`src/rtl/sumacc_pkg.sv`:
```
package sumacc_pkg;

  typedef enum logic [1:0] {
    ST_IDLE  = 2'd0,
    ST_ISSUE = 2'd1,
    ST_DRAIN = 2'd2
  } sum_state_e;

endpackage

```
`src/rtl/sumacc_ctrl.sv`:
```
module sumacc_ctrl
  import sumacc_pkg::*;
(
  input  logic clk,
  input  logic rst,
  input  logic start,
  input  logic last_issue,
  output logic load,
  output logic issue,
  output logic busy,
  output logic done
);

  sum_state_e state_q, state_d;
  logic       done_q;

  assign load  = (state_q == ST_IDLE) && start;
  assign issue = (state_q == ST_ISSUE);
  assign busy  = (state_q != ST_IDLE);
  assign done  = done_q;

  always_comb begin
    state_d = state_q;
    unique case (state_q)
      ST_IDLE:  if (start) state_d = ST_ISSUE;
      ST_ISSUE: if (last_issue) state_d = ST_DRAIN;
      ST_DRAIN: state_d = ST_IDLE;
      default:  state_d = ST_IDLE;
    endcase
  end

  always_ff @(posedge clk) begin
    if (rst) begin
      state_q <= ST_IDLE;
      done_q  <= 1'b0;
    end else begin
      state_q <= state_d;
      done_q  <= (state_q == ST_DRAIN);
    end
  end

endmodule

```
`src/rtl/sumacc_addr.sv`:
```
module sumacc_addr #(
  parameter int ADDR_W       = 16,
  parameter int TRIP         = 10,
  parameter int STRIDE_SHIFT = 1
) (
  input  logic              clk,
  input  logic              rst,
  input  logic              load,
  input  logic              issue,
  input  logic [ADDR_W-1:0] base_in,
  output logic [ADDR_W-1:0] addr,
  output logic              last_issue
);

  localparam int IDX_W = $clog2(TRIP + 1);

  logic [ADDR_W-1:0] base_q;
  logic [IDX_W-1:0]  idx_q;
  logic [IDX_W-1:0]  idx_nxt;
  logic [ADDR_W-1:0] offset;

  assign idx_nxt    = idx_q + IDX_W'(1);
  assign last_issue = issue && !(idx_nxt < IDX_W'(TRIP));

  generate
    if (ADDR_W > IDX_W) begin : g_wide
      assign offset = {{(ADDR_W-IDX_W){1'b0}}, idx_q} << STRIDE_SHIFT;
    end else begin : g_narrow
      assign offset = idx_q[ADDR_W-1:0] << STRIDE_SHIFT;
    end
  endgenerate

  assign addr = base_q + offset;

  always_ff @(posedge clk) begin
    if (rst) begin
      base_q <= '0;
      idx_q  <= '0;
    end else if (load) begin
      base_q <= base_in;
      idx_q  <= '0;
    end else if (issue) begin
      idx_q  <= idx_nxt;
    end
  end

endmodule

```
`src/rtl/sumacc_accum.sv`:
```
module sumacc_accum #(
  parameter int ELEM_W = 16,
  parameter int SUM_W  = 32
) (
  input  logic              clk,
  input  logic              rst,
  input  logic              clear,
  input  logic              issue,
  input  logic [ELEM_W-1:0] rdata,
  output logic [SUM_W-1:0]  acc
);

  logic             pend_q;
  logic [SUM_W-1:0] elem_ext;

  generate
    if (SUM_W > ELEM_W) begin : g_ext
      assign elem_ext = {{(SUM_W-ELEM_W){rdata[ELEM_W-1]}}, rdata};
    end else begin : g_same
      assign elem_ext = rdata[SUM_W-1:0];
    end
  endgenerate

  always_ff @(posedge clk) begin
    if (rst) begin
      pend_q <= 1'b0;
      acc    <= '0;
    end else begin
      pend_q <= issue;
      if (clear)       acc <= '0;
      else if (pend_q) acc <= acc + elem_ext;
    end
  end

endmodule

```
`src/rtl/sumacc_top.sv`:
```
module sumacc_top #(
  parameter int ADDR_W       = 16,
  parameter int ELEM_W       = 16,
  parameter int SUM_W        = 32,
  parameter int TRIP         = 10,
  parameter int STRIDE_SHIFT = 1
) (
  input  logic              clk,
  input  logic              rst,
  input  logic              start,
  input  logic [ADDR_W-1:0] base_addr,
  output logic              mem_req,
  output logic [ADDR_W-1:0] mem_addr,
  input  logic [ELEM_W-1:0] mem_rdata,
  output logic              busy,
  output logic              done,
  output logic [SUM_W-1:0]  result
);

  logic load;
  logic issue;
  logic last_issue;

  sumacc_ctrl u_ctrl (
    .clk        (clk),
    .rst        (rst),
    .start      (start),
    .last_issue (last_issue),
    .load       (load),
    .issue      (issue),
    .busy       (busy),
    .done       (done)
  );

  sumacc_addr #(
    .ADDR_W       (ADDR_W),
    .TRIP         (TRIP),
    .STRIDE_SHIFT (STRIDE_SHIFT)
  ) u_addr (
    .clk        (clk),
    .rst        (rst),
    .load       (load),
    .issue      (issue),
    .base_in    (base_addr),
    .addr       (mem_addr),
    .last_issue (last_issue)
  );

  sumacc_accum #(
    .ELEM_W (ELEM_W),
    .SUM_W  (SUM_W)
  ) u_acc (
    .clk   (clk),
    .rst   (rst),
    .clear (load),
    .issue (issue),
    .rdata (mem_rdata),
    .acc   (result)
  );

  assign mem_req = issue;

endmodule

```
`config.mk`:
```
export PLATFORM = sky130hd
export DESIGN_NAME = sumacc_top
export DESIGN_NICKNAME = d
export VERILOG_FILES = /design/src/rtl/sumacc_pkg.sv /design/src/rtl/sumacc_ctrl.sv /design/src/rtl/sumacc_addr.sv /design/src/rtl/sumacc_accum.sv /design/src/rtl/sumacc_top.sv
export SDC_FILE = /design/constraint.sdc
export NUM_CORES = 1
export LEC_CHECK = 0
export ABC_AREA = 0
export BUFFER_PORTS_ARGS = -buffer_cell sky130_fd_sc_hd__buf_2
export CAP_MARGIN = 10
export CORE_ASPECT_RATIO = 1.5
export CORE_MARGIN = 4
export CORE_UTILIZATION = 57
export CTS_BUF_LIST = sky130_fd_sc_hd__clkbuf_4
export DETAILED_ROUTE_END_ITERATION = 7
export PLACE_DENSITY = 0.84
export SLEW_MARGIN = 20
export SYNTH_ARGS = -nofsm -noshare
export SYNTH_HDL_FRONTEND = slang
export SYNTH_HIERARCHICAL = 1
export SYNTH_SLANG_ARGS = --single-unit
```
`constraint.sdc`:
```
create_clock -name clk -period 4 [get_ports clk]
set_clock_uncertainty 0.15 [all_clocks]
set_input_delay 0.8 -clock clk [delete_from_list [all_inputs] [get_ports clk]]
set_output_delay 0.8 -clock clk [all_outputs]
set_load 0.01 [all_outputs]
```
==> results list, run 1 <==
- Number of antenna violations at the first check in global routing: 0
* Layout cell share with drive strength beyond 1: 21.2%
* Vias post-DR: 3,587
- Setup crit end: u_acc/acc[28]$_SDFFE_PP0P_
- Worst setup path startpoint: mem_rdata[15]
- Quantity of gates resized following cts: 0
- Initial cell density of the core: 59.7%
- Area growth from synthesis to layout: 13.3%
- Leakage: 2.23 nW
- Clock tree synthesis selected as its root buffer the cell clkbuf_4.
* Number of max-slew violations in the final report: 0
- Overflow after GRT: 0
- The worst hold path was traced through 2 stages.
* Post-synthesis share of cell area spent on full adders, half adders and majority gates: 12.4%
- In the finished design, the share of the clock period the worst path needs comes to 87.8%.
* Number of endpoints failing setup at the final stage: 0
* Post-CTS setup-driven buffer insertion count: 0
* Total CTS buffers: 5
- For the pin with the worst max-slew slack, the measured transition is 0.837 ns.
- Worst Path Max Fanout: 20
* Final Net Count: 604
- Largest family of logic cells by synthesized area: compound AO/OA/AOI/OAI gates
- Number of flops mapped to enable cells by yosys: 0
- HPWL after detailed placement: 7120 um
* Crit path arrival time: 3.64 ns
- The min-delay analysis places its worst path in the category flip-flop to flip-flop.
- The worst setup path is captured at a flip-flop.
- Of the post-synthesis cell area, the part taken by muxes is 9.37%.
- M1 WL: 3860 um
* N_diodes: 0
* Clock Sink Count: 56
- DIE AREA: 8360 sq um
- Area contributors post-synth: dfxtp_1 28%, ha_1 11%, mux2i_1 9.4%
- After detailed routing, the average wire length per cell comes to 15.5 um.
- After detailed routing, the number of vias per cell comes to 5.90.
- Clock input transition at the sequential cells of the worst setup and hold paths: 0.15 ns
- In this run the power density over the cells is 256 nW/um^2.
- Headroom to the max-slew limit came out at 44.1%.
- Startpoint of the worst register-to-register path: u_acc/acc[0]$_SDFFE_PP0P_
- Number of filler cells placed in the layout: 554
- Cell depth of the worst flop-to-flop path: 11
- In the detailed route, the total length drawn on met3 is 532 um.
* Vertical die dimension: 110 um
* Synth async-reset ratio: 0%
* Outcome: finished clean
- Measured along the x axis, the die boundary spans 76.0 um.
- The congestion estimate from routability-driven global placement came to 0.970.
- Yosys mapped the design onto 56 distinct sky130hd cell types.
- Post-Synthesis Mean Instance Area: 8.71 sq um
* Fraction of synthesized cell area in xor and xnor cells: 9.97%
- Hold timing on the final database bottoms out at a slack of 0.347 ns.
* Shortest period the worst path allows: 3.51 ns
- Largest net degree at the start of global routing: 27
- Setup slack of the most critical reg-to-reg path: 0.83 ns
- Hold-fix buffers at CTS: 0
* Count of endpoints failing hold in the final timing report: 0
- Met2 wire len: 4760 um
- Kind of launch point of the worst setup path: input port
- Worst reg2reg endpoint: u_acc/acc[28]$_SDFFE_PP0P_
- Pin placement for this block handled 86 I/O pins.
- Sequential cell area fraction in the yosys report: 28.4%
* Cell Area, Synth: 3950 sq um
* IO Port Bufs: 85
- Detailed Route Iter0 Violations: 169
- Setup CP Type: input port to flip-flop
- The first global-routing pass estimated 15,600 um of wire.
- The clock passes through at most 2 buffers.
- Share of the synthesized area in compound gates (AO/OA/AOI/OAI): 19.9%
* Setup repair after global routing missed its margin: false
- First-pass DRT Iterations: 4
- TritonCTS built the clock tree.
* Peak supply drop: 0.235 mV
- Number of instances in the synthesized netlist: 454
- Count of antenna-violating nets left after detailed routing: 0
- Post-synthesis sequential element count: 56
* Leading register cell type out of synthesis: dfxtp_1
* Highest signal layer in the routed design: met4
- In the routed design, unresolved DRC markers number 0.
* Final Routed Wirelength: 9420 um
- Number of standard-cell rows in the floorplan: 36
* FF/Latch Area: 1120 sq um
* Combined area of the multi-input logic cells: 2740 sq um
- The via count of the first global-routing pass was 3,501.
- Max Clk Rate: 0.285 GHz
- After Yosys synthesis, and, or, nand and nor cells account for 17.8% of the synthesized area.
* Tot GR Track Use: 22.2%
- The clock tree synthesis step divided the H-tree into 2 levels.
* Number of violations of the max-capacitance limit: 0
* Number of warnings reported in the yosys synthesis log: 6
* Synthesized Nets: 527
- Setup total negative slack on the finished layout was measured at 0 ns.
- Biggest area consumer among synthesized cells: dfxtp_1
- The top cell type by area accounts for 28.4% of the synthesized area.
- The clock reaches the later pin of the worst-skew pair after 0.40 ns.
* Required time of the worst setup path: 4.13 ns
- Core Region: 6620 sq um
-- where the power goes --
| group | switching [W] | total (W) | internal [W] |
|---|---|---|---|
| registers | 0.0000238 | 0.000604 | 0.000581 |
| logic | 0.000159 | 0.000279 | 0.000121 |
| clock network | 0.000187 | 0.000264 | 0.0000771 |
-- cells by family (layout without fill, tap and decap cells) --
kind of cell	Yosys count	count (layout)
muxes	37	37
and+or+nand+nor	142	142
DFF	56	56
buffers and inverters	22	100
AOI/OAI and AO/OA	114	114
adders and majority gates	38	38
xor gates and xnor gates	45	45
-- layout by cell type (no fill, tap or decap), types with 5 or more instances in the layout --
| master | Yosys | final |
|---|---|---|
| xor2_1 | 22 | 22 |
| inv_1 | 5 | 5 |
| ha_1 | 36 | 36 |
| and3_1 | 7 | 7 |
| nand3_1 | 8 | 8 |
| nand4_1 | 7 | 7 |
| buf_2 | 2 | 85 |
| nand2_1 | 31 | 31 |
| a21oi_1 | 27 | 27 |
| xnor2_1 | 23 | 23 |
| dfxtp_1 | 56 | 56 |
| nor2_1 | 52 | 52 |
| nor3_1 | 10 | 10 |
| mux2i_1 | 37 | 37 |
| a211oi_1 | 7 | 7 |
| o21ai_1 | 5 | 5 |
| a21o_1 | 21 | 21 |
| o21ai_0 | 20 | 20 |
| clkbuf_4 | 0 | 6 |
-- flip-flops by register name (all words and copies together) (netlist names) --
register        cells
u_addr/idx_q        4
u_ctrl/state_q      2
u_ctrl/done         1
u_acc/acc          32
u_addr/base_q      16
u_acc/pend_q        1
-- worst min path at each step --
| stage | endpoint | slack (ns) | start |
|---|---|---|---|
| floorplan | u_ctrl/state_q[1]$_SDFFE_PP0P_ | 0.30 | u_ctrl/state_q[0]$_SDFFE_PP0P_ |
| global placement | u_acc/acc[26]$_SDFFE_PP0P_ | 0.31 | u_acc/acc[26]$_SDFFE_PP0P_ |
| detailed placement | u_acc/acc[26]$_SDFFE_PP0P_ | 0.32 | u_acc/acc[26]$_SDFFE_PP0P_ |
| CTS | u_acc/acc[26]$_SDFFE_PP0P_ | 0.34 | u_acc/acc[26]$_SDFFE_PP0P_ |
| global route | u_acc/acc[30]$_SDFFE_PP0P_ | 0.37 | u_acc/acc[30]$_SDFFE_PP0P_ |
| finish | u_acc/acc[21]$_SDFFE_PP0P_ | 0.35 | u_acc/acc[21]$_SDFFE_PP0P_ |
-- synth_stat cells (3+ instances only) --
library cell / count
a21o_2: 3
nand4_1: 7
and4_1: 3
o21ai_0: 20
mux2i_1: 37
a211oi_1: 7
a21oi_1: 27
nand2_1: 31
nor3_1: 10
o211ai_1: 3
nand3_1: 8
xor2_1: 22
clkbuf_1: 12
nand2b_1: 4
a31oi_1: 4
dfxtp_1: 56
nor3b_1: 3
xnor2_1: 23
inv_1: 5
nor2_1: 52
and3_1: 7
o21bai_1: 4
a21o_1: 21
nor2b_1: 3
ha_1: 36
o21ai_1: 5
-- per-layer routing --
layer  track usage (%)  vias to the layer above
li1                  -                     1803
met1              25.4                     1660
met2              39.9                      103
met3              4.63                       21
met4              9.29                        0
met5                 0                        -
-- final cells by class --
class	instances	area share [%]
clock buffer	6	1.01
sequential	56	25.0
clock inverter	2	0.363
tap	76	2.12
multi-input combinational	376	61.2
timing repair buffer	87	9.83
inverter	5	0.419
-- worst max-delay path: stages --
cell and delay (ns):
buf_2 0.34, ha_1 0.36, a21o_1 0.20, a21o_1 0.19
a2111oi_0 0.64, nor2_1 0.13, a31oi_1 0.25, o21ai_1 0.17
a221oi_2 0.31, xor2_1 0.18, o21ai_1 0.07
-- through the flow --
stage | util, % | power (W) | instances | setup WS [ns] | instance area [sq um]
6_report | 67.6 | 0.00115 | 608 | 0.488 | 4480
4_1_cts | 67.6 | 0.00116 | 608 | 0.558 | 4480
5_1_grt | 67.6 | 0.00121 | 608 | 0.287 | 4480
3_3_place_gp | 66.7 | 0.000884 | 600 | 0.350 | 4420
2_1_floorplan | - | 0.000810 | 454 | 0.645 | 3950
3_5_place_dp | 66.7 | 0.000894 | 600 | 0.265 | 4420
Note: power is estimated with default switching activity, not from simulation.
==> inputs of run 2 (changes only) <==
CORE_ASPECT_RATIO = unset   (was 1.5)
==> run 2 against run 1 <==
Effect of this change: routed wire length rose by 1.1%; register-to-register slack got worse by 0.06 ns; die area down 0.33%; cell count is 0.82% higher; critical endpoint unchanged; highest routed layer unchanged.
==> results list, run 2 (same netlist as run 1, synthesis figures left out) <==
- GP Congestion: 0.931
* Measured slew at the worst slew-check pin: 0.723 ns
- Flip-flop count of the largest register, all copies and words added: 32
* Shortest period the worst path allows: 3.38 ns
* Number of endpoints failing setup at the final stage: 0
* Peak supply drop: 0.149 mV
- After detailed placement, the design holds a cell count of 605.
- Die W: 91.3 um
- Initial cell density of the core: 58.5%
* N_diodes: 0
- Total I/O pin count: 86
- For this run, the top clock speed supported by timing is 0.296 GHz.
- The cell sitting at the root of the clock tree is a clkbuf_4.
- TritonCTS built the clock tree.
* Cell count of the worst hold path: 2
* Layout cell share with drive strength beyond 1: 21.2%
* Deepest level of the CTS H-tree: 2
- Skew-Pair Late Insertion Delay: 0.39 ns
- Commonest non-fill, non-tap cell in the layout: buf_2
- Setup CP Type: input port to flip-flop
- Quantity of gates resized following cts: 0
* Total negative slack for setup checks: 0 ns
- Beginning of the worst hold path: u_acc/acc[30]$_SDFFE_PP0P_
- The number of antenna violations at the first check in global routing came to 0.
- The total overflow left after global routing is 0.
- Area growth from synthesis to layout: 13.5%
* Post-Layout Cell Count: 613
- Cell chain of the critical path: buf_2 -> ha_1 -> fa_1 -> a21o_1 -> a221oi_2 -> o31a_1 -> o31ai_4 -> a31oi_1 -> o21ai_1 -> a221oi_2 -> xor2_1 -> o21ai_1
* Total CTS buffers: 5
- In this run the power density over the cells is 255 nW/um^2.
- Post-CTS setup-driven buffer insertion count: 0
* Detailed Route Iter0 Violations: 215
- Setup slack of the most critical reg-to-reg path: 0.77 ns
- In this run, post-CTS hold repair placed 0 buffers.
* Number of violations of the max-capacitance limit: 0
- In the routed design, unresolved DRC markers number 0.
- Clock Sink Count: 56
* Average wire per standard cell: 15.5 um
* First-pass DRT Iterations: 5
- Summed over all layers, the routed wires come to 9520 um.
- The net count of the finished layout is 605.
* Class of the tightest hold or removal check: flip-flop to flip-flop
- IO Port Bufs: 85
- Setup repair after global routing left no endpoint under its margin.
- Setup WS post-layout: 0.620 ns
- Across all hold checks on the routed design, the worst slack comes to 0.339 ns.
- Tot GR Track Use: 22.9%
* Required time of the worst setup path: 4.14 ns
* Top reg by flops: u_acc/acc
- The via count of the first global-routing pass is 3,552.
- HPWL after detailed placement: 7210 um
* Kind of launch point of the worst setup path: input port
- Timing analysis after detailed placement gives a worst setup slack of 0.220 ns.
- The die covers 8330 sq um.
- For this design, the slowest cell found on the critical path is fa_1.
- Counting cells, the worst reg-to-reg path comes to 11.
* Count of endpoints failing hold in the final timing report: 0
* Leakage: 2.24 nW
- Across all layers, the routed design uses 3,648 vias.
- In this design, the stage delay of the slowest critical-path cell is 0.41 ns.
* Outcome: finished clean
- The floorplan has 30 rows.
- Largest net degree at the start of global routing: 34
* Crit path arrival time: 3.52 ns
- Worst reg2reg endpoint: u_acc/acc[28]$_SDFFE_PP0P_
- Headroom to the max-slew limit: 51.6%
- Worst Path Max Fanout: 5
- CP endpoint kind: flip-flop
- Number of max-slew violations in the final report: 0
* Power Total: 0.00115 W
* First-pass GRT wire length: 15,900 um
* Worst-case hold path end point: u_acc/acc[30]$_SDFFE_PP0P_
- Via-per-instance ratio: 5.95
* Startpoint of the worst register-to-register path: u_acc/acc[0]$_SDFFE_PP0P_
* Count of antenna-violating nets left after detailed routing: 0
* Commonest cells after routing, fill and taps aside: 85 x buf_2, 56 x dfxtp_1, 52 x nor2_1
* Clock input transition at the sequential cells of the worst setup and hold paths: 0.17 ns
* Biggest registers after layout: u_acc/acc x32, u_addr/base_q x16, u_addr/idx_q x4
- No sink is reached through more buffers than the 2 on the longest clock path.
- Fin crit share: 84.5%
- Vertical die dimension: 91.3 um
- Core Region: 6760 sq um
## run 2: changes by cell type in the layout (fill, tap and decap cells not counted)
cell and change:
clkinv_2 +1, clkinv_4 -1, inv_6 +1, clkinv_1 +1
clkbuf_4 -1, clkinvlp_4 -1, buf_4 +1
## run 2: cell type report
cell class,count,area (sq um)
multi-input cells,376,2740
fillers,571,2270
flip-flops and latches,56,1120
repair buffers,88,448
well taps,80,100
clock buffers,5,37.5
inverters,5,18.8
clock inverters,3,17.5
## run 2: metal layers
metal  share of wire [%]  GRT usage, %  up-vias
met2                  51          41.0      128
met5                   0             0        -
met3                 6.1          4.81        5
li1                    -             -     1809
met1                  42          28.1     1706
met4                0.56          4.77        0
## run 2: where the power goes
part	switching [W]	leakage [nW]	internal [W]	total, W
combinational	0.000164	1.75	0.000122	0.000285
sequential	0.0000208	0.456	0.000581	0.000601
clock	0.000190	0.0330	0.0000685	0.000258
total	0.000374	2.24	0.000771	0.00115
## run 2: worst max path at each step
stage                                 startpoint                    endpoint  slack [ns]  depth (start not counted)
floorplan                           mem_rdata[0]  u_acc/acc[28]$_SDFFE_PP0P_        0.64                         11
global placement                    mem_rdata[0]  u_acc/acc[28]$_SDFFE_PP0P_        0.35                         12
detailed placement                  mem_rdata[0]  u_acc/acc[28]$_SDFFE_PP0P_        0.22                         12
CTS                                 mem_rdata[0]  u_acc/acc[28]$_SDFFE_PP0P_        0.65                         12
global route        u_addr/idx_q[0]$_SDFFE_PP0P_                 mem_addr[9]        0.52                          7
finish                              mem_rdata[0]  u_acc/acc[28]$_SDFFE_PP0P_        0.62                         12
## run 2: per-stage QoR
stage / utilization (%) / area [sq um]
final: 66.4 / 4490
after global routing: 66.4 / 4490
after CTS: 66.4 / 4490
after detailed placement: 65.6 / 4430
after global placement: 65.6 / 4430
after floorplan: - / 3950
## run 2: worst max-delay path: cells and delay by family
kind	cells	cell delay, ns
xor gates and xnor gates	1	0.17
adders and majority gates	2	0.63
buffers and inverters	1	0.11
AOI/OAI and AO/OA	8	1.82
==> inputs of run 3 (changes only) <==
CORE_UTILIZATION = 51   (was 57)
PLACE_DENSITY = 0.8   (was 0.84)
clock period = 3.1 ns   (was 4 ns; I/O delays follow)
==> run 3 against run 2 <==
Effect of this change: largest power group unchanged; critical path type is now flip-flop to primary output; sequential power rose by 30%; utilization is 1.5 points lower; sequential cell count unchanged; routed wire length grew 6.4%; largest cell class unchanged; hold slack lost 0.044 ns; clock power rose by 33%.
==> results list, run 3 (same netlist as run 1, synthesis figures left out) <==
- Before antenna repair, the detailed router went through 5 iterations.
- From left edge to right edge, the die measures 96.0 um.
- Clock input transition at the sequential cells of the worst setup and hold paths: 0.19 ns
* Kind of launch point of the worst setup path: flip-flop
- HPWL after detailed placement: 7870 um
- Cell count of the worst hold path: 3
* Peak supply drop: 0.229 mV
* Maximum buffer depth of the clock tree: 2
- In this run the vertical extent of the chip is 96.0 um.
* Number of filler cells placed in the layout: 618
- The number of cells on the worst reg-to-reg path is 10.
* Initial cell density of the core: 53.4%
* Via count of the first global-routing pass: 3,655
- Number of violations of the max-capacitance limit: 0
- Final Routed Wirelength: 10,100 um
* Number of standard-cell rows in the floorplan: 31
* Core Region: 7410 sq um
- The hold violation count in the final report is 0.
- Data on the critical path arrives at its endpoint at 2.27 ns.
- Entering global routing, the biggest net connects 27 pins.
* Biggest registers after layout: u_acc/acc x32, u_addr/base_q x16, u_addr/idx_q x4
- Detailed routing inserted a total of 3,764 vias.
- Post-Route Utilization: 64.9%
- Number of antenna violations at the first check in global routing: 0
* GP Congestion: 0.922
- In this run the remaining antenna-violating nets after routing total 0.
- Compared with the post-synthesis result, the final layout area differs by 21.7%.
- The worst register-to-register path has a setup slack of 0.14 ns.
- Clock Sink Count: 56
- The top cell types in the final layout, fill and taps aside, are 85 x buf_2, 53 x dfxtp_1, 52 x nor2_1.
* IO Port Bufs: 85
- Commonest non-fill, non-tap cell in the layout: buf_2
- Skew-Pair Late Insertion Delay: 0.39 ns
- STA puts the critical path data required time at 2.33 ns.
- In this run the critical register-to-register path is launched from u_acc/acc[15]$_SDFFE_PP0P_.
- Via-per-instance ratio: 5.66
- After detailed routing, the number of remaining DRC violations is 0.
* Library cell used as clock root buffer: clkbuf_4
- Post-Layout Cell Count: 665
- The critical path starts at u_addr/idx_q[0]$_SDFFE_PP0P_.
- Of the available clock period, the critical path in the final layout requires 98.1%.
- Top reg by flops: u_acc/acc
* Average wire per standard cell: 15.2 um
- Class of the tightest hold or removal check: input port to flip-flop
* Headroom to the max-slew limit: 50.7%
- The H-tree was split into 2 levels.
- DIE AREA: 9220 sq um
* Outcome: finished clean
* Number of max-slew violations in the final report: 0
* Shortest period the worst path allows: 3.04 ns
- Combined area of the multi-input logic cells: 2790 sq um
* Tot GR Track Use: 22.5%
- Max Clk Rate: 0.329 GHz
* N_diodes: 0
- Setup repair after global routing missed its margin: true
* Layout cell share with drive strength beyond 1: 27.2%
- The number of clock buffers added by TritonCTS is 5.
- Setup violations remaining at the end of the flow were counted as 0.
- Overflow after GRT: 0
- Power spread over the standard cell area amounts to 317 nW/um^2.
* Final std cell area, no fill: 4810 sq um
* FF/Latch Area: 1120 sq um
- Setup WS post-layout: 0.0581 ns
* Worst Path Max Fanout: 5
- The critical path is of the flip-flop to primary output type.
* CP endpoint kind: primary output
- Total I/O pin count: 86
- Once placement finished, the instance area stood at 4710 sq um.
* Leakage: 2.40 nW
* Flip-flop count of the largest register, all copies and words added: 32
* Setup slack at placement: -0.268 ns
- Cell count after placement: 656
- Measured slew at the worst slew-check pin: 0.721 ns
* First-pass GRT wire length: 17,000 um
* Beginning of the worst hold path: base_addr[10]
* Hold-fix buffers at CTS: 0
- Detailed Route Iter0 Violations: 175
- For this run, the post-layout net count is 638.
* CTS tree: done
[run 3: cell count changes in the layout (fill, tap and decap cells not counted), moves of 2 or more]
| cell | delta |
|---|---|
| buf_4 | +33 |
| fa_2 | +2 |
| dfxtp_1 | -3 |
| dfxtp_2 | +3 |
| fa_1 | -2 |
[run 3: critical path, stage by stage, from the launching register on]
cell and delay [ns]:
dfxtp_2 0.40, ha_1 0.21, fa_2 0.39, a211oi_4 0.31, nor3_4 0.10, and3_1 0.20, xor2_1 0.13, buf_2 0.15
[run 3: worst paths after layout]
path                                                  endpoint
worst max-delay path                               mem_addr[9]
worst min-delay path            u_addr/base_q[10]$_SDFFE_PP0P_
worst max register to register      u_acc/acc[28]$_SDFFE_PP0P_
worst min register to register      u_acc/acc[26]$_SDFFE_PP0P_
[run 3: through the flow]
step	hold slack, ns	TNS, ns	power, W
6_report	0.295	0	0.00152
2_1_floorplan	0.302	-0.0180	0.00105
3_3_place_gp	0.313	-0.858	0.00118
4_1_cts	0.284	0	0.00154
5_1_grt	0.295	-0.257	0.00162
3_5_place_dp	0.316	-1.35	0.00119
[run 3: area by class of cell]
| cell class | count | area share, % |
|---|---|---|
| clock inverter | 3 | 0.468 |
| timing repair buffer | 121 | 14.5 |
| tap | 99 | 2.58 |
| sequential | 56 | 23.4 |
| inverter | 5 | 0.390 |
| clock buffer | 5 | 0.781 |
| multi-input combinational | 376 | 57.9 |
[run 3: timing repair]
item,4_1_cts,5_1_grt
hold endpoints to repair,0,0
resized for setup,1,6
pin swaps,1,2
endpoints found under the setup margin,1,6
setup buffers,0,1
[run 3: per-layer routing]
layer / vias to the layer above / share of wire, % / GRT usage, %
li1: 1866 / - / -
met1: 1758 / 43 / 28.9
met2: 130 / 49 / 38.8
met3: 10 / 7.3 / 4.46
met4: 0 / 0.92 / 4.98
met5: - / 0 / 0
[run 3: power breakdown]
group          internal, W  switching (W)
Sequential        0.000750      0.0000316
Clock            0.0000924       0.000249
Combinational     0.000183       0.000217
Total              0.00103       0.000498
